--- src/rtl/slw_pkg.sv ---
package slw_pkg;

    // configuration
    localparam int N_APP     = 4;
    localparam int EPOCH_LG  = 4;               // epoch = 16 cycles
    localparam int EPOCHS_LG = 3;               // 8 epochs per interval
    localparam int FRAC      = 8;               // fraction bits of the estimate
    localparam int LFSR_W    = 16;
    localparam logic [LFSR_W-1:0] LFSR_SEED = 16'hACE1;
    localparam logic [LFSR_W-1:0] LFSR_MASK = 16'hB400;

    // derived
    localparam int IV_LG  = EPOCH_LG + EPOCHS_LG;
    localparam int CNT_W  = IV_LG + 1;
    localparam int OUT_W  = CNT_W + FRAC;
    localparam int PROD_W = 2 * CNT_W;
    localparam int NUM_W  = PROD_W + FRAC;
    localparam int DEN_W  = PROD_W;
    localparam int DCNT_W = $clog2(NUM_W + 1);
    localparam int ID_W   = (N_APP > 1) ? $clog2(N_APP) : 1;
    localparam logic [OUT_W-1:0] ONE_FX = OUT_W'(1) << FRAC;

    typedef logic [OUT_W-1:0] fx_t;

    typedef struct packed {
        logic [CNT_W-1:0] svc;
        logic [CNT_W-1:0] hpreq;
        logic [CNT_W-1:0] hpcyc;
        logic [CNT_W-1:0] intf;
        logic [CNT_W-1:0] stall;
    } app_snap_t;

    typedef enum logic [1:0] {
        ST_IDLE = 2'd0,
        ST_LOAD = 2'd1,
        ST_DIV  = 2'd2
    } est_st_e;

    function automatic logic [LFSR_W-1:0] lfsr_next(input logic [LFSR_W-1:0] s);
        return (s >> 1) ^ (s[0] ? LFSR_MASK : '0);
    endfunction

    function automatic logic [ID_W-1:0] pick_app(input logic [LFSR_W-1:0] s);
        return ID_W'(s % LFSR_W'(N_APP));
    endfunction

endpackage

--- src/rtl/slw_prio_sel.sv ---
module slw_prio_sel import slw_pkg::*; (
    input  logic            clk,
    input  logic            rst,
    output logic [ID_W-1:0] hp_id,
    output logic            iv_last
);
    logic [IV_LG-1:0]  cyc;
    logic [LFSR_W-1:0] lfsr;
    logic [LFSR_W-1:0] lfsr_nx;
    logic              ep_last;

    assign ep_last = &cyc[EPOCH_LG-1:0];
    assign iv_last = &cyc;
    assign lfsr_nx = lfsr_next(lfsr);

    always_ff @(posedge clk) begin
        if (rst) begin
            cyc   <= '0;
            lfsr  <= LFSR_SEED;
            hp_id <= pick_app(LFSR_SEED);
        end else begin
            cyc <= cyc + 1'b1;
            if (ep_last) begin
                lfsr  <= lfsr_nx;
                hp_id <= pick_app(lfsr_nx);
            end
        end
    end
endmodule

--- src/rtl/slw_app_ctr.sv ---
module slw_app_ctr import slw_pkg::*; (
    input  logic      clk,
    input  logic      rst,
    input  logic      is_hp,
    input  logic      svc,
    input  logic      waiting,
    input  logic      other_prev,
    input  logic      stall,
    input  logic      iv_last,
    output app_snap_t snap
);
    app_snap_t cnt;
    app_snap_t nxt;

    always_comb begin
        nxt.svc   = cnt.svc   + CNT_W'(svc);
        nxt.hpreq = cnt.hpreq + CNT_W'(svc & is_hp);
        nxt.hpcyc = cnt.hpcyc + CNT_W'(is_hp);
        nxt.intf  = cnt.intf  + CNT_W'(is_hp & waiting & other_prev);
        nxt.stall = cnt.stall + CNT_W'(stall);
    end

    always_ff @(posedge clk) begin
        if (rst) begin
            cnt  <= '0;
            snap <= '0;
        end else if (iv_last) begin
            snap <= nxt;
            cnt  <= '0;
        end else begin
            cnt <= nxt;
        end
    end
endmodule

--- src/rtl/slw_divider.sv ---
module slw_divider import slw_pkg::*; (
    input  logic             clk,
    input  logic             rst,
    input  logic             start,
    input  logic [NUM_W-1:0] num,
    input  logic [DEN_W-1:0] den,
    output logic             done,
    output logic [NUM_W-1:0] quo
);
    logic [DEN_W-1:0]  rem;
    logic [DEN_W:0]    rem_sh;
    logic [DEN_W-1:0]  den_q;
    logic [DCNT_W-1:0] left;
    logic              busy;
    logic              fits;

    assign rem_sh = {rem, quo[NUM_W-1]};
    assign fits   = (rem_sh >= {1'b0, den_q});

    always_ff @(posedge clk) begin
        if (rst) begin
            rem   <= '0;
            quo   <= '0;
            den_q <= '0;
            left  <= '0;
            busy  <= 1'b0;
            done  <= 1'b0;
        end else begin
            done <= 1'b0;
            if (start) begin
                rem   <= '0;
                quo   <= num;
                den_q <= den;
                left  <= DCNT_W'(NUM_W);
                busy  <= 1'b1;
            end else if (busy) begin
                if (fits) begin
                    rem <= DEN_W'(rem_sh - {1'b0, den_q});
                end else begin
                    rem <= rem_sh[DEN_W-1:0];
                end
                quo  <= {quo[NUM_W-2:0], fits};
                left <= left - 1'b1;
                if (left == DCNT_W'(1)) begin
                    busy <= 1'b0;
                    done <= 1'b1;
                end
            end
        end
    end
endmodule

--- src/rtl/slw_est_ctl.sv ---
module slw_est_ctl import slw_pkg::*; (
    input  logic                   clk,
    input  logic                   rst,
    input  logic                   go,
    input  app_snap_t [N_APP-1:0]  snaps,
    output fx_t [N_APP-1:0]        slow_vec,
    output logic                   est_done
);
    est_st_e          st;
    logic [ID_W-1:0]  idx;
    app_snap_t        cur;
    logic [CNT_W-1:0] eff;
    logic [PROD_W-1:0] prod_n;
    logic [DEN_W-1:0] den;
    logic [DEN_W-1:0] den_safe;
    logic [NUM_W-1:0] num;
    fx_t              stall_fx;
    fx_t              base;
    logic             last;
    logic             div_start;
    logic             div_done;
    logic [NUM_W-1:0] quo;
    logic             unused_quo_hi;

    assign cur       = snaps[idx];
    assign eff       = cur.hpcyc - cur.intf;
    assign prod_n    = PROD_W'(cur.stall) * PROD_W'(cur.hpreq);
    assign num       = {prod_n, {FRAC{1'b0}}};
    assign den       = DEN_W'(eff) * DEN_W'(cur.svc);
    assign den_safe  = (den == '0) ? DEN_W'(1) : den;
    assign stall_fx  = {cur.stall, {FRAC{1'b0}}} >> IV_LG;
    assign base      = ONE_FX - stall_fx;
    assign last      = (idx == ID_W'(N_APP - 1));
    assign div_start = (st == ST_LOAD) && (eff != '0);
    assign unused_quo_hi = ^quo[NUM_W-1:OUT_W];

    slw_divider u_div (
        .clk   (clk),
        .rst   (rst),
        .start (div_start),
        .num   (num),
        .den   (den_safe),
        .done  (div_done),
        .quo   (quo)
    );

    always_ff @(posedge clk) begin
        if (rst) begin
            st       <= ST_IDLE;
            idx      <= '0;
            est_done <= 1'b0;
            for (int i = 0; i < N_APP; i++) slow_vec[i] <= ONE_FX;
        end else begin
            est_done <= 1'b0;
            case (st)
                ST_IDLE: begin
                    if (go) begin
                        idx <= '0;
                        st  <= ST_LOAD;
                    end
                end
                ST_LOAD: begin
                    if (eff == '0) begin
                        est_done <= last;
                        if (last) st <= ST_IDLE;
                        else      idx <= idx + 1'b1;
                    end else begin
                        st <= ST_DIV;
                    end
                end
                ST_DIV: begin
                    if (div_done) begin
                        slow_vec[idx] <= base + quo[OUT_W-1:0];
                        est_done      <= last;
                        if (last) begin
                            st <= ST_IDLE;
                        end else begin
                            idx <= idx + 1'b1;
                            st  <= ST_LOAD;
                        end
                    end
                end
                default: st <= ST_IDLE;
            endcase
        end
    end
endmodule

--- src/rtl/slowdown_est.sv ---
module slowdown_est import slw_pkg::*; (
    input  logic                   clk,
    input  logic                   rst,
    input  logic [N_APP-1:0]       svc_pulse,
    input  logic [N_APP-1:0]       req_wait,
    input  logic                   iss_vld,
    input  logic [ID_W-1:0]        iss_id,
    input  logic [N_APP-1:0]       mem_stall,
    output logic [ID_W-1:0]        hp_id,
    output logic [N_APP*OUT_W-1:0] slow_flat,
    output logic                   est_done
);
    logic                  iv_last;
    logic                  go_q;
    logic                  iss_q_vld;
    logic [ID_W-1:0]       iss_q_id;
    app_snap_t [N_APP-1:0] snaps;
    fx_t [N_APP-1:0]       slow_vec;

    slw_prio_sel u_sel (
        .clk     (clk),
        .rst     (rst),
        .hp_id   (hp_id),
        .iv_last (iv_last)
    );

    // previous-cycle issue and snapshot-ready strobe
    always_ff @(posedge clk) begin
        if (rst) begin
            iss_q_vld <= 1'b0;
            iss_q_id  <= '0;
            go_q      <= 1'b0;
        end else begin
            iss_q_vld <= iss_vld;
            iss_q_id  <= iss_id;
            go_q      <= iv_last;
        end
    end

    for (genvar i = 0; i < N_APP; i++) begin : g_app
        slw_app_ctr u_ctr (
            .clk        (clk),
            .rst        (rst),
            .is_hp      (hp_id == ID_W'(i)),
            .svc        (svc_pulse[i]),
            .waiting    (req_wait[i]),
            .other_prev (iss_q_vld && (iss_q_id != ID_W'(i))),
            .stall      (mem_stall[i]),
            .iv_last    (iv_last),
            .snap       (snaps[i])
        );
    end

    slw_est_ctl u_ctl (
        .clk      (clk),
        .rst      (rst),
        .go       (go_q),
        .snaps    (snaps),
        .slow_vec (slow_vec),
        .est_done (est_done)
    );

    assign slow_flat = slow_vec;
endmodule

--- config.mk ---
export PLATFORM = sky130hd
export DESIGN_NAME = slowdown_est
export DESIGN_NICKNAME = d
export VERILOG_FILES = /design/src/rtl/slw_pkg.sv /design/src/rtl/slw_prio_sel.sv /design/src/rtl/slw_app_ctr.sv /design/src/rtl/slw_divider.sv /design/src/rtl/slw_est_ctl.sv /design/src/rtl/slowdown_est.sv
export SDC_FILE = /design/constraint.sdc
export NUM_CORES = 1
export LEC_CHECK = 0
export BUFFER_PORTS_ARGS = -buffer_cell sky130_fd_sc_hd__buf_2
export CORE_UTILIZATION = 60
export CTS_CLUSTER_SIZE = 24
export DETAILED_ROUTE_END_ITERATION = 7
export PLACE_DENSITY = 0.89
export SETUP_SLACK_MARGIN = 0.2
export SLEW_MARGIN = 20
export SYNTH_ARGS = -nofsm -noshare
export SYNTH_HDL_FRONTEND = slang
export SYNTH_SLANG_ARGS = --single-unit
--- constraint.sdc ---
create_clock -name clk -period 21 [get_ports clk]
set_input_delay 0 -clock clk [delete_from_list [all_inputs] [get_ports clk]]
set_output_delay 0 -clock clk [all_outputs]
set_load 0.02 [all_outputs]
==> results of run 1 <==
[worst paths after layout]
kind	startpoint	end	slack (ps)	cells after the start
max	u_ctl.idx[0]$_SDFFE_PP0P_	u_ctl.u_div.den_q[0]$_SDFFE_PP0P_	13370	25
max reg2reg	u_ctl.idx[0]$_SDFFE_PP0P_	u_ctl.u_div.den_q[0]$_SDFFE_PP0P_	13370	25
min reg2reg	g_app[3].u_ctr.snap[13]$_SDFFE_PP0P_	g_app[3].u_ctr.snap[13]$_SDFFE_PP0P_	450	2
min	iss_id[1]	iss_q_id[1]$_SDFF_PP0_	160	3
[metrics by stage]
stage / hold slack (ps) / utilization / worst slack [ps] / instances / instance area, um2
global route: 204.2 / 0.6742 / 12990 / 3230 / 26730
detailed placement: 216.9 / 0.6259 / 13400 / 3124 / 24810
global placement: 219.0 / 0.6259 / 13600 / 3124 / 24810
CTS: 142.0 / 0.6742 / 13380 / 3230 / 26730
finish: 162.9 / 0.6742 / 13370 / 3230 / 26730
floorplan: 128.2 / - / 13280 / 2629 / 24110
[sequential cells by signal (all words and copies together), names as in the netlist]
name / flops
u_ctl.u_div.done: 1
go_q: 1
u_ctl.u_div.left: 5
g_app.u_ctr.cnt: 160
iss_q_id: 2
u_ctl.idx: 2
u_sel.lfsr: 16
u_ctl.est_done: 1
u_ctl.u_div.busy: 1
u_ctl.u_div.den_q: 16
g_app.u_ctr.snap: 160
u_ctl.u_div.rem: 16
u_sel.cyc: 7
u_ctl.st: 2
iss_q_vld: 1
u_ctl.u_div.quo: 24
u_ctl.slow_vec: 64
[routing by layer]
layer  GRT usage  wire length (um)  up-vias
met2      0.4623             27010      679
met4      0.1461              2519        0
met5           0                 0        -
met1      0.3326             22800     9166
met3     0.04482              3665      178
li1            -                 -     8948
[cells in the final DEF (no fill, tap or decap), types with 39 or more instances in the layout]
cell and count:
dfxtp_1 476, nand2_1 308, nor2_1 239, o21ai_0 170, ha_1 161, inv_1 147
a21oi_1 118, and2_1 115, xor2_1 106, nand3_1 84, buf_2 82, xnor2_1 80
fa_1 75, and3_1 57, clkbuf_16 49, a211oi_1 42, a22o_1 41, mux4_2 39
[critical path: cells and delay by family (launching register included)]
family,cells,cell delay (ps)
xor gates and xnor gates,1,520
and+or+nand+nor,5,1230
AOI/OAI and AO/OA,5,970
adders and majority gates,7,2950
buffers and inverters,6,890
DFF,1,320
muxes,1,590
[what timing repair did]
action / 4_1_cts / 5_1_grt
endpoints found under the hold margin: 66 / 0
setup endpoints to repair: 0 / 0
hold buffers: 17 / 0
[layout make-up]
class                      count  area share
multi-input combinational   1878      0.5053
sequential                   479      0.3589
clock buffer                  70     0.05295
timing repair buffer         111     0.02509
tap                          525     0.02458
inverter                     148     0.02079
clock inverter                19     0.01241
[cell families (layout without fill, tap and decap cells)]
| family | count (synthesis) | in the layout |
|---|---|---|
| AO/OA/AOI/OAI | 455 | 455 |
| XOR/XNOR | 186 | 186 |
| buffers and inverters | 272 | 348 |
| multiplexers | 66 | 66 |
| flip-flops | 479 | 479 |
| adder cells (fa/ha/maj) | 236 | 236 |
| AND/OR/NAND/NOR | 935 | 935 |
[power by group through the flow]
stage          clock [mW]  combinational, mW  sequential [mW]
2_1_floorplan           0             0.0257            0.937
3_3_place_gp            0             0.0340            0.937
3_5_place_dp            0             0.0354            0.938
4_1_cts             0.949             0.0386            0.917
5_1_grt             0.984             0.0426            0.918
6_report            0.939             0.0392            0.918
==> results.md, run 1 <==
Synth:
- Measured against the total synthesized area, the mux share comes to 0.04775.
- For this run, the register share of the synthesized area comes to 0.3978.
- Synthesis inferred 479 register bits.
- After synthesis, the share of flip-flops with an asynchronous set or reset is 0.
- Of all cell types, the one taking the most synthesized area is dfxtp_1.
- The portion of synthesized cell area occupied by the leading cell type is 0.3978.
- The synthesized-area fraction occupied by adder cells is 0.1458.
- The number of nets handed over by synthesis was 2,882.
- The average size of a mapped cell is a little over 9 um2.
- The netlist area before placement is approximately 0.024 mm2.
- During synthesis, Yosys emitted a total of 0 warnings.
- The netlist uses 63 different library cells.
- By area, the combinational part of the netlist is dominated by simple AND/OR/NAND/NOR gates.
- The number of enable flip-flop cells after synthesis is 0.
- By area the synthesized netlist is led by dfxtp_1, ha_1, fa_1.
- The most instantiated library cell after synthesis is dfxtp_1.
- The commonest cells after synthesis are dfxtp_1, nand2_1, nor2_1.
- The number of instances in the synthesized netlist is roughly 2,600.
- The fraction of the mapped netlist area in compound gates is 0.1156.
- The post-synthesis share of cell area spent on xor and xnor gates is 0.06758.
- In the synthesized netlist the dominant register cell turns out to be dfxtp_1.
- The post-synthesis simple-gate area fraction is 0.1826.

Clock network:
- The number of cells upsized or downsized after cts is 0.
- In this run the clock root is driven by a clkbuf_16.
- The number of levels the H-tree was split into is 2.
- TritonCTS built the clock tree.
- Buffers added to address setup during post-CTS repair amount to 0.
- CTS saw between 400 and 500 sinks.
- The buffer levels on the longest clock path is 3.
- The number of CTS-inserted buffers is 48.
- Clock-pin slew was measured on the worst setup and hold paths at 60 ps.
- The clock latency reported for the late side of the worst-skew pair is 600 ps.

Floorplan:
- The total core area is about 0.040 mm2.
- The area of the die is between 0.04 and 0.05 mm2.
- From bottom edge to top edge, the die measures around 200 um.
- The starting density of the core is 0.6081.
- The count of pins on the block boundary is between 80 and 90.
- After floorplanning, the core was divided into 73 placement rows.
- The die boundary width is a little over 200 um.

Worst setup path:
- The library cell contributing the largest single delay on the critical path is or4b_2.
- The worst setup path is launched from a flop.
- The worst path required time is approximately 21,000 ps.
- The critical path is of the reg -> reg type.
- The endpoint type of the worst setup path is a flop.
- The maximum fanout along the worst path is 41.
- The largest single stage delay on the critical path is around 680 ps.
- The worst endpoint data arrival time is roughly 8100 ps.

Power and ir drop:
- The design internal power is roughly 1.5 mW.
- The leakage dissipation is roughly 11 nW.
- The share of total power dissipated in combinational logic is 0.021.
- The part of the total power dissipated in sequential elements is 0.484.
- Across the VDD grid, the largest voltage drop is between 0.00006 and 0.00007 V.
- Summed over all nets, the switching power comes to 399.9 uW.
- Of the total power, the share spent switching nets is 0.2109.
- Of the total power, the clock network draws 0.495.
- The design draws approximately 1.9 mW.
- The total power per unit cell area is 70.93 mW/mm2.

GRT:
- The first global-routing pass estimated about 92,000 um of wire.
- Entering global routing, the biggest net connects ~110 pins.
- The via count of the first global-routing pass came to around 19,000.
- The number of antenna violations at the first check in global routing is 0.
- Global routing finished with a remaining overflow of 0.
- The overall fraction of global-route tracks in use is 0.2731.

Timing:
- The achievable clock frequency is 131.0 MHz.
- The number of pins exceeding their max-slew limit in the final report is 0.
- The setup total negative slack is 0 ps.
- For the finished layout, the period the worst path requires is 7631 ps.
- The setup clock skew after layout is between 30 and 40 ps.
- The slew at the pin closest to its max-slew limit is about 1000 ps.
- The final cycle utilization of the critical path is 0.3634.
- Setup repair after global routing left no endpoint under its margin.
- Headroom to the max-slew limit came out at 0.3355.
- The number of endpoints with negative hold slack in the final report is 0.
- The count of final setup violators is 0.

Job:
- The max capacitance violation total is 0.

Routing:
- The average wire length per cell after detail routing is around 17 um.
- The routed design has 55,990 um of wire.
- The count of routing violations after the opening detailed-route iteration is about 1,600.
- The final routed DRC violation total is 0.
- The count of TritonRoute iterations in the first routing pass is 7.
- Detailed routing inserted a total of ~19,000 vias.
- Once detail routing completed, the nets flagged for antenna violations numbered 0.
- The detail-routed via count per cell is around 5.9.

Layout:
- The area of the multi-input gates is about 0.014 mm2.
- In the final layout, the share of cells above drive strength 1 is 0.09353.
- In the final layout, flip-flops and latches occupy 0.009593 mm2.
- The layout net count is 2,919.
- The repair_antennas step left the layout with diodes totalling 0.
- The count of filler cells inserted in the layout is between 2,000 and 3,000.
- The signed area change from the synthesized netlist to the final layout is 10.87%.

Placed design:
- In this run the tool buffered the top-level ports with 83 buffer cells.
- The final RePlAce weighted congestion is 0.8946.
- The placed wire-length estimate after detailed placement is approximately 38,000 um.

Status:
- The run finished with clean final reports.

Hold path:
- The min-delay analysis places its worst path in the category in -> reg.
Note: power is estimated with default switching activity, not from simulation.
==> run 2: changes to the inputs <==
--- a/config.mk
+++ b/config.mk
@@ -5,6 +5,7 @@
 export SDC_FILE = /design/constraint.sdc
 export NUM_CORES = 1
 export LEC_CHECK = 0
+export ABC_AREA = 1
 export BUFFER_PORTS_ARGS = -buffer_cell sky130_fd_sc_hd__buf_2
 export CORE_UTILIZATION = 60
 export CTS_CLUSTER_SIZE = 24
==> constraint.sdc (replaced) <==
create_clock -name clk -period 7.2 [get_ports clk]
set_input_delay 0 -clock clk [delete_from_list [all_inputs] [get_ports clk]]
set_output_delay 0 -clock clk [all_outputs]
set_load 0.02 [all_outputs]
==> run 2 against run 1 <==
Compared with the run above:
- routed wire length rose by 9.7%
- power rose to 3.8 times the previous value
- global-route usage rose by 0.58 points
- clock power rose to 2.8 times the previous value
- cell area rose by 4.6%
- critical path type unchanged
==> results.md, run 2 <==
Layout:
- The number of standard cells in the final layout excluding fillers is 3,945 (was 3,230).
- The most common cell after layout, fill and taps aside is nand2_1 (was dfxtp_1).
- The layout net count is 3,622 (was 2,919).
- The fraction of final layout cells sized beyond drive strength 1 is 0.06107 (was 0.09353).
- Top library cells by usage in the layout, fill and taps aside: nand2_1, dfxtp_1, inv_1 (was dfxtp_1, nand2_1, nor2_1).
- Registers with the most flip-flops: g_app.u_ctr.cnt (160), g_app.u_ctr.snap (160), u_ctl.slow_vec (64) (unchanged).
- The signed area change from the synthesized netlist to the final layout is 9.184% (was 10.87%).
- The antenna cell count is 0 (unchanged).

Synth:
- The post-synthesis simple-gate area fraction came to 0.2248 (was 0.1826).
- The portion of synthesized cell area occupied by the leading cell type came to 0.3746 (was 0.3978).
- Cell types occupying the most area after synthesis: dfxtp_1, ha_1, nand2_1 (was dfxtp_1, ha_1, fa_1).
- The number of different library cells in the post-synthesis netlist is 46 (was 63).
- The fraction of registers with async set or reset after synthesis is 0 (unchanged).
- The share of the yosys chip area belonging to registers is 0.3746 (was 0.3978).
- The number of storage elements in the synthesis netlist is 479 (unchanged).
- The number of instances in the synthesized netlist is 3,352 (was 2,629).
- The number of enable flip-flop cells after synthesis was 0 (unchanged).
- The post-synthesis share of cell area spent on xor and xnor gates is 0.05645 (was 0.06758).
- The synthesized net count is 3,605 (was 2,882).
- The fraction of the mapped netlist area in compound gates is 0.1108 (was 0.1156).
- The most instantiated flip-flop cell in the synthesis netlist is dfxtp_1 (unchanged).
- Ranking of synthesized cells by instance count: nand2_1, dfxtp_1, inv_1 (was dfxtp_1, nand2_1, nor2_1).
- The synthesized-area fraction occupied by adder cells is 0.1373 (was 0.1458).
- The cell type with the highest aggregate area in the netlist is dfxtp_1 (unchanged).
- The largest family of logic cells by synthesized area is simple AND/OR/NAND/NOR gates (unchanged).
- The mux share of post-synthesis cell area is 0 (was 0.04775).
- The netlist area before placement came to 0.02560 mm2 (was 0.02411 mm2).
- The number of warning messages in the yosys log is 0 (unchanged).
- The average size of a mapped cell is 7.637 um2 (was 9.170 um2).
- The most instantiated library cell after synthesis is nand2_1 (was dfxtp_1).

Power and ir drop:
- The total power per unit cell area is 258.8 mW/mm2 (was 70.93 mW/mm2).
- The maximum vdd drop is 0.0002390 V (was 0.00006976 V).
- The leakage dissipation came to 12.54 nW (was 11.49 nW).
- The part of the total power dissipated in sequential elements came to 0.382 (was 0.484).
- The power after layout came to 7.235 mW (was 1.896 mW).
- The net load switching power is 2.450 mW (was 399.9 uW).
- The combinational cell fraction of total power was 0.258 (was 0.021).
- The share of total power in the clock network is 0.361 (was 0.495).
- The design internal power came to 4.785 mW (was 1.496 mW).
- The switching share of power is 0.3387 (was 0.2109).

Routing:
- The final routed DRC violation total is 0 (unchanged).
- The count of routing violations after the opening detailed-route iteration is 1,967 (was 1,596).
- The count of TritonRoute iterations in the first routing pass is 6 (was 7).
- The via count of the routed design is 22,036 (was 18,971).
- The detail-routed via count per cell is 5.586 (was 5.873).
- The post-route antenna net violation count is 0 (unchanged).
- The total wire length was 61,420 um (was 55,990 um).
- The average wire length per cell after detail routing was 15.57 um (was 17.34 um).

Clock network:
- The root buffer cell is clkbuf_16 (unchanged).
- The number of levels the H-tree was split into is 2 (unchanged).
- The number of CTS-inserted buffers is 47 (was 48).
- The clock edge transition at the registers on the reported setup and hold paths is 60 ps (about the same).
- The CTS sink count is 479 (unchanged).
- The buffer levels on the longest clock path was 3 (unchanged).
- The clock tree from TritonCTS is yes (unchanged).
- The clock latency reported for the late side of the worst-skew pair is 590 ps (was 600 ps).

GRT:
- The via count of the first global-routing pass is 21,128 (was 19,145).
- The overall fraction of global-route tracks in use is 0.2788 (was 0.2731).
- The maximum number of pins on one net before global-route repair was 180 (was 105).
- The number of antenna violations at the first check in global routing is 0 (unchanged).
- The overflow left after global routing came to 0 (unchanged).
- The global-route wire length before repair is 100,600 um (was 91,890 um).

Hold path:
- The class of the tightest hold or removal check is in -> reg (unchanged).
- The start point of the worst hold path was rst (was iss_id[1]).

Floorplan:
- The starting density of the core came to 0.6089 (was 0.6081).
- The die boundary width is 208.6 um (was 202.4 um).
- The area of the die is 0.04350 mm2 (was 0.04098 mm2).
- The count of pins on the block boundary is 84 (unchanged).
- The floorplan row count came to 75 (was 73).
- The height of the die is 208.6 um (was 202.4 um).
- The total core area is 0.04204 mm2 (was 0.03964 mm2).

Placed design:
- The placed wire-length estimate after detailed placement is 41,680 um (was 37,740 um).
- The final RePlAce weighted congestion is 0.9463 (was 0.8946).
- The number of instances in the placed design is 3,846 (was 3,124).
- The number of port buffers is 83 (unchanged).

Worst setup path:
- The worst flop-to-flop path startpoint is u_ctl.idx[0]$_SDFFE_PP0P_ (unchanged).
- The worst reg-to-reg setup slack is 920 ps (was 13,370 ps).
- The maximum fanout along the worst path is 38 (was 41).
- The worst endpoint data arrival time is 6820 ps (was 8120 ps).
- The largest stage delay on the critical path is 540 ps (was 680 ps).
- The startpoint type of the worst setup path is a flop (unchanged).
- The most repeated library cell on the critical path is nand2_1.
- The endpoint type of the worst setup path is a flop (unchanged).
- The launching instance or port of the critical path is u_ctl.idx[0]$_SDFFE_PP0P_ (unchanged).
- The critical path class was reg -> reg (unchanged).
- The worst path required time is 7730 ps (was 21,490 ps).
- The library cell contributing the largest single delay on the critical path is fa_1 (was or4b_2).

Timing:
- The relative max-transition margin is 0.3788 (was 0.3355).
- The slew at the pin closest to its max-slew limit came to 931.8 ps (was 996.7 ps).
- The smallest hold slack came to 7.204 ps (was 162.9 ps).
- The count of final setup violators is 0 (unchanged).
- The setup total negative slack is 0 ps (unchanged).
- The number of pins exceeding their max-slew limit in the final report is 0 (unchanged).
- The final cycle utilization of the critical path is 0.8728 (was 0.3634).
- The setup clock skew after layout came to 11.84 ps (was 33.01 ps).
- The clock period minus final worst setup slack came to 6285 ps (was 7631 ps).
- The number of endpoints with negative hold slack in the final report is 0 (unchanged).
- The achievable clock frequency is 159.1 MHz (was 131.0 MHz).
- Unrepaired setup endpoints after global routing: false (unchanged).

Job:
- The max capacitance violation total was 0 (unchanged).

Status:
- Status: finished clean (unchanged).
run 2: changes by cell type after synthesis, moves of 38 or more:
cell | previous run | this run
mux4_2 | 39 | 0
buf_2 | 4 | 42
a22o_1 | 41 | 0
nand2_1 | 308 | 530
clkbuf_1 | 111 | 71
a211oi_1 | 42 | 0
inv_1 | 147 | 470
nand3_1 | 84 | 296
o22ai_1 | 1 | 50
o21ai_0 | 170 | 221
and3_1 | 57 | 1
nor2_1 | 239 | 439
and2_1 | 115 | 0
run 2: cell type report:
cell class	count	area, um2
well taps	539	674.4
clock buffers	72	1381
multi-input cells	2252	13560
clock inverters	14	266.5
fillers	3355	14090
repair buffers	109	665.6
flip-flops and latches	479	9593
inverters	480	1810
run 2: repair_timing:
action,4_1_cts,5_1_grt
endpoints found under the hold margin,23,0
setup buffers,0,1
setup endpoints to repair,0,1
gates resized for setup,0,0
hold buffers,12,0
run 2: logic make-up (layout without fill, tap and decap cells):
kind of cell / after synthesis / in the layout
compound gates: 493 / 493
xor+xnor: 165 / 165
fa+ha+maj: 236 / 236
buf+inv: 621 / 675
flops: 479 / 479
simple gates: 1358 / 1358
run 2: critical path, delay by kind of cell (launching register included):
kind            cells  cell delay [ps]
simple gates       12             1330
xor+xnor            1              240
flops               1              470
fa+ha+maj           7             2980
compound gates      3              510
buf+inv             6              710
run 2: metal layers:
layer / GRT usage / part of all wire / vias to the layer above
met4: 0.1136 / 0.034 / 0
met2: 0.4815 / 0.48 / 737
met5: 0 / 0 / -
li1: - / - / 10760
met1: 0.3512 / 0.43 / 10391
met3: 0.03743 / 0.059 / 148
run 2: stage by stage:
step / instance area (um2) / util / setup slack [ps]
floorplan: 25600 / - / 1012
global placement: 26160 / 0.6223 / 894.9
detailed placement: 26160 / 0.6223 / 712.3
CTS: 27930 / 0.6644 / 668.5
global route: 27950 / 0.6649 / 364.9
finish: 27950 / 0.6649 / 915.5
run 2: power by group through the flow:
stage,sequential [mW],combinational (mW),clock (mW)
finish,2.76,1.86,2.61
global route,2.77,2.05,2.72
CTS,2.76,1.82,2.62
detailed placement,2.82,1.80,0
global placement,2.82,1.76,0
floorplan,2.80,1.39,0
run 2: worst paths after layout:
path                                        to  depth (start not counted)
min                    u_sel.cyc[0]$_SDFF_PP0_                          3
max          u_ctl.u_div.den_q[0]$_SDFFE_PP0P_                         29
min reg2reg            u_sel.cyc[0]$_SDFF_PP0_                          1
max reg2reg  u_ctl.u_div.den_q[0]$_SDFFE_PP0P_                         29
==> run 3: changes to the inputs <==
--- a/config.mk
+++ b/config.mk
@@ -8,8 +8,9 @@
 export ABC_AREA = 1
 export BUFFER_PORTS_ARGS = -buffer_cell sky130_fd_sc_hd__buf_2
 export CORE_UTILIZATION = 60
-export CTS_CLUSTER_SIZE = 24
+export CTS_CLUSTER_SIZE = 28
 export DETAILED_ROUTE_END_ITERATION = 7
+export MAX_ROUTING_LAYER = met4
 export PLACE_DENSITY = 0.89
 export SETUP_SLACK_MARGIN = 0.2
 export SLEW_MARGIN = 20
==> run 3 against run 2 <==
Compared with the run above:
- fmax decreased by 2.3%
- via count down 0.36%
- power down 0.84%
- global-route usage rose by 0.75 points
- clock power fell by 2%
- largest cell class unchanged
- non-clock buffer count grew 2
- final cell count about the same
- highest routed layer unchanged
- first-iteration DRC count is 0.10% lower
- largest power group unchanged
- clock skew increased by 12 ps
- worst hold slack improved by 47 ps
- critical path depth unchanged
- register-to-register slack lost 150 ps
==> results.md, run 3 (synthesis results as in run 2) <==
Timing:
- The achievable clock frequency is 155.5 MHz (was 159.1 MHz).
- The setup total negative slack is 0 ps (unchanged).
- The slew at the pin closest to its max-slew limit was 936.0 ps (was 931.8 ps).
- The number of pins exceeding their max-slew limit in the final report was 0 (unchanged).
- The smallest hold slack came to 53.98 ps (was 7.204 ps).
- Unrepaired setup endpoints after global routing: false (unchanged).
- The count of final setup violators came to 0 (unchanged).
- The clock period minus final worst setup slack is 6431 ps (was 6285 ps).
- The final cycle utilization of the critical path is 0.8933 (was 0.8728).
- The number of endpoints with negative hold slack in the final report is 0 (unchanged).
- The slack of the critical path is 768.5 ps (was 915.5 ps).
- The setup clock skew after layout is 23.65 ps (was 11.84 ps).
- The relative max-transition margin is 0.3760 (was 0.3788).

Layout:
- The share of the core filled with cells in the final layout is 0.6642 (was 0.6649).
- The layout net count is 3,624 (was 3,622).
- The count of filler cells inserted in the layout is 3,304 (was 3,355).
- The most common cell after layout, fill and taps aside is nand2_1 (unchanged).
- The antenna cell count is 0 (unchanged).
- The fraction of final layout cells sized beyond drive strength 1 is 0.06336 (was 0.06107).
- The signed area change from the synthesized netlist to the final layout is 9.071% (was 9.184%).
- The final non-filler cell area is 0.02792 mm2 (was 0.02795 mm2).
- Top library cells by usage in the layout, fill and taps aside: nand2_1, dfxtp_1, inv_1 (unchanged).
- The number of standard cells in the final layout excluding fillers is 3,948 (was 3,945).
- Registers with the most flip-flops: g_app.u_ctr.cnt (160), g_app.u_ctr.snap (160), u_ctl.slow_vec (64) (unchanged).

Clock network:
- The clock tree from TritonCTS is yes (unchanged).
- The root buffer cell is clkbuf_16 (unchanged).
- The CTS sink count came to 479 (unchanged).
- The number of hold buffers added after CTS is 13 (was 12).
- The clock edge transition at the registers on the reported setup and hold paths is 60 ps (about the same).
- The number of cells upsized or downsized after cts is 0 (unchanged).
- The buffer count from post-CTS setup fixing is 0 (unchanged).
- The clock latency reported for the late side of the worst-skew pair is 600 ps (was 590 ps).
- The buffer levels on the longest clock path is 3 (unchanged).
- The number of CTS-inserted buffers is 47 (unchanged).
- The number of levels the H-tree was split into is 2 (unchanged).

Routing:
- The post-route antenna net violation count came to 0 (unchanged).
- The final routed DRC violation total is 0 (unchanged).
- The detail-routed via count per cell is 5.561 (was 5.586).
- The count of routing violations after the opening detailed-route iteration was 1,965 (was 1,967).
- The average wire length per cell after detail routing is 15.32 um (was 15.57 um).
- The count of TritonRoute iterations in the first routing pass came to 6 (unchanged).
- The via count of the routed design is 21,956 (was 22,036).
- The total wire length is 60,480 um (was 61,420 um).

Worst setup path:
- The startpoint type of the worst setup path is a flop (unchanged).
- The largest stage delay on the critical path was 580 ps (was 540 ps).
- The worst path required time is 7730 ps (about the same).
- The critical path class is reg -> reg (unchanged).
- The endpoint type of the worst setup path is a flop (unchanged).
- The maximum fanout along the worst path is 24 (was 38).
- The library cell contributing the largest single delay on the critical path is inv_1 (was fa_1).
- The worst endpoint data arrival time is 6960 ps (was 6820 ps).

Placed design:
- The placed wire-length estimate after detailed placement is 42,090 um (was 41,680 um).
- The placed standard-cell area came to 0.02618 mm2 (was 0.02616 mm2).
- The number of instances in the placed design is 3,848 (was 3,846).
- The final RePlAce weighted congestion is 0.9555 (was 0.9463).
- The number of port buffers is 83 (unchanged).
- The worst-case setup slack after placement is 846.3 ps (was 712.3 ps).

GRT:
- The number of antenna violations at the first check in global routing is 0 (unchanged).
- The overall fraction of global-route tracks in use is 0.2864 (was 0.2788).
- The via count of the first global-routing pass was 20,993 (was 21,128).
- The maximum number of pins on one net before global-route repair is 150 (was 180).
- The overflow left after global routing is 0 (unchanged).
- The global-route wire length before repair is 100,500 um (was 100,600 um).

Power and ir drop:
- The maximum vdd drop came to 0.0002158 V (was 0.0002390 V).
- The total power per unit cell area is 256.9 mW/mm2 (was 258.8 mW/mm2).
- The leakage dissipation is 12.55 nW (was 12.54 nW).
- The power after layout came to 7.174 mW (was 7.235 mW).

Floorplan:
- The height of the die is 208.6 um (unchanged).
- The starting density of the core is 0.6089 (unchanged).
- The floorplan row count came to 75 (unchanged).
- The area of the die is 0.04350 mm2 (unchanged).
- The total core area is 0.04204 mm2 (unchanged).
- The count of pins on the block boundary is 84 (unchanged).
- The die boundary width is 208.6 um (unchanged).

Job:
- The max capacitance violation total is 0 (unchanged).

Hold path:
- The class of the tightest hold or removal check is in -> reg (unchanged).

Status:
- Status: finished clean (unchanged).
==> run 3: final timing paths <==
path	start	end	cells past startpoint	slack, ps
setup / recovery	u_ctl.idx[1]$_SDFFE_PP0P_	u_ctl.u_div.den_q[0]$_SDFFE_PP0P_	29	770
hold / removal	req_wait[2]	g_app[2].u_ctr.cnt[8]$_SDFF_PP0_	6	50
setup reg to reg	u_ctl.idx[1]$_SDFFE_PP0P_	u_ctl.u_div.den_q[0]$_SDFFE_PP0P_	29	770
hold reg to reg	u_sel.cyc[6]$_SDFF_PP0_	u_sel.cyc[6]$_SDFF_PP0_	2	450
==> run 3: layer usage <==
metal  global-route usage  wire [um]  up-vias
met2               0.4681      28950      803
li1                     -          -    10761
met1               0.3611      25780    10242
met4               0.1141       2014        0
met5                    -          0        -
met3              0.03472       3735      150
==> run 3: cell type report <==
cell class | count | area (um2) | share of cell area
timing repair buffer | 111 | 670.6 | 0.02402
multi-input combinational | 2252 | 13560 | 0.4856
sequential | 479 | 9593 | 0.3436
tap | 539 | 674.4 | 0.02415
inverter | 480 | 1810 | 0.06484
clock buffer | 66 | 1359 | 0.04866
clock inverter | 21 | 255.2 | 0.009141
==> run 3: worst max-delay path: cells and delay by family (launching register included) <==
kind,cells,cell delay (ps)
xor gates and xnor gates,1,210
AOI/OAI and AO/OA,3,500
adders and majority gates,7,2960
buffers and inverters,6,820
DFF,1,440
and+or+nand+nor,12,1430
==> run 3: where the power goes <==
group | total [mW] | internal, mW | leakage [nW] | switching, mW
registers | 2.77 | 2.71 | 3.86 | 0.0608
clock network | 2.55 | 1.47 | 0.800 | 1.07
logic | 1.86 | 0.528 | 7.89 | 1.33
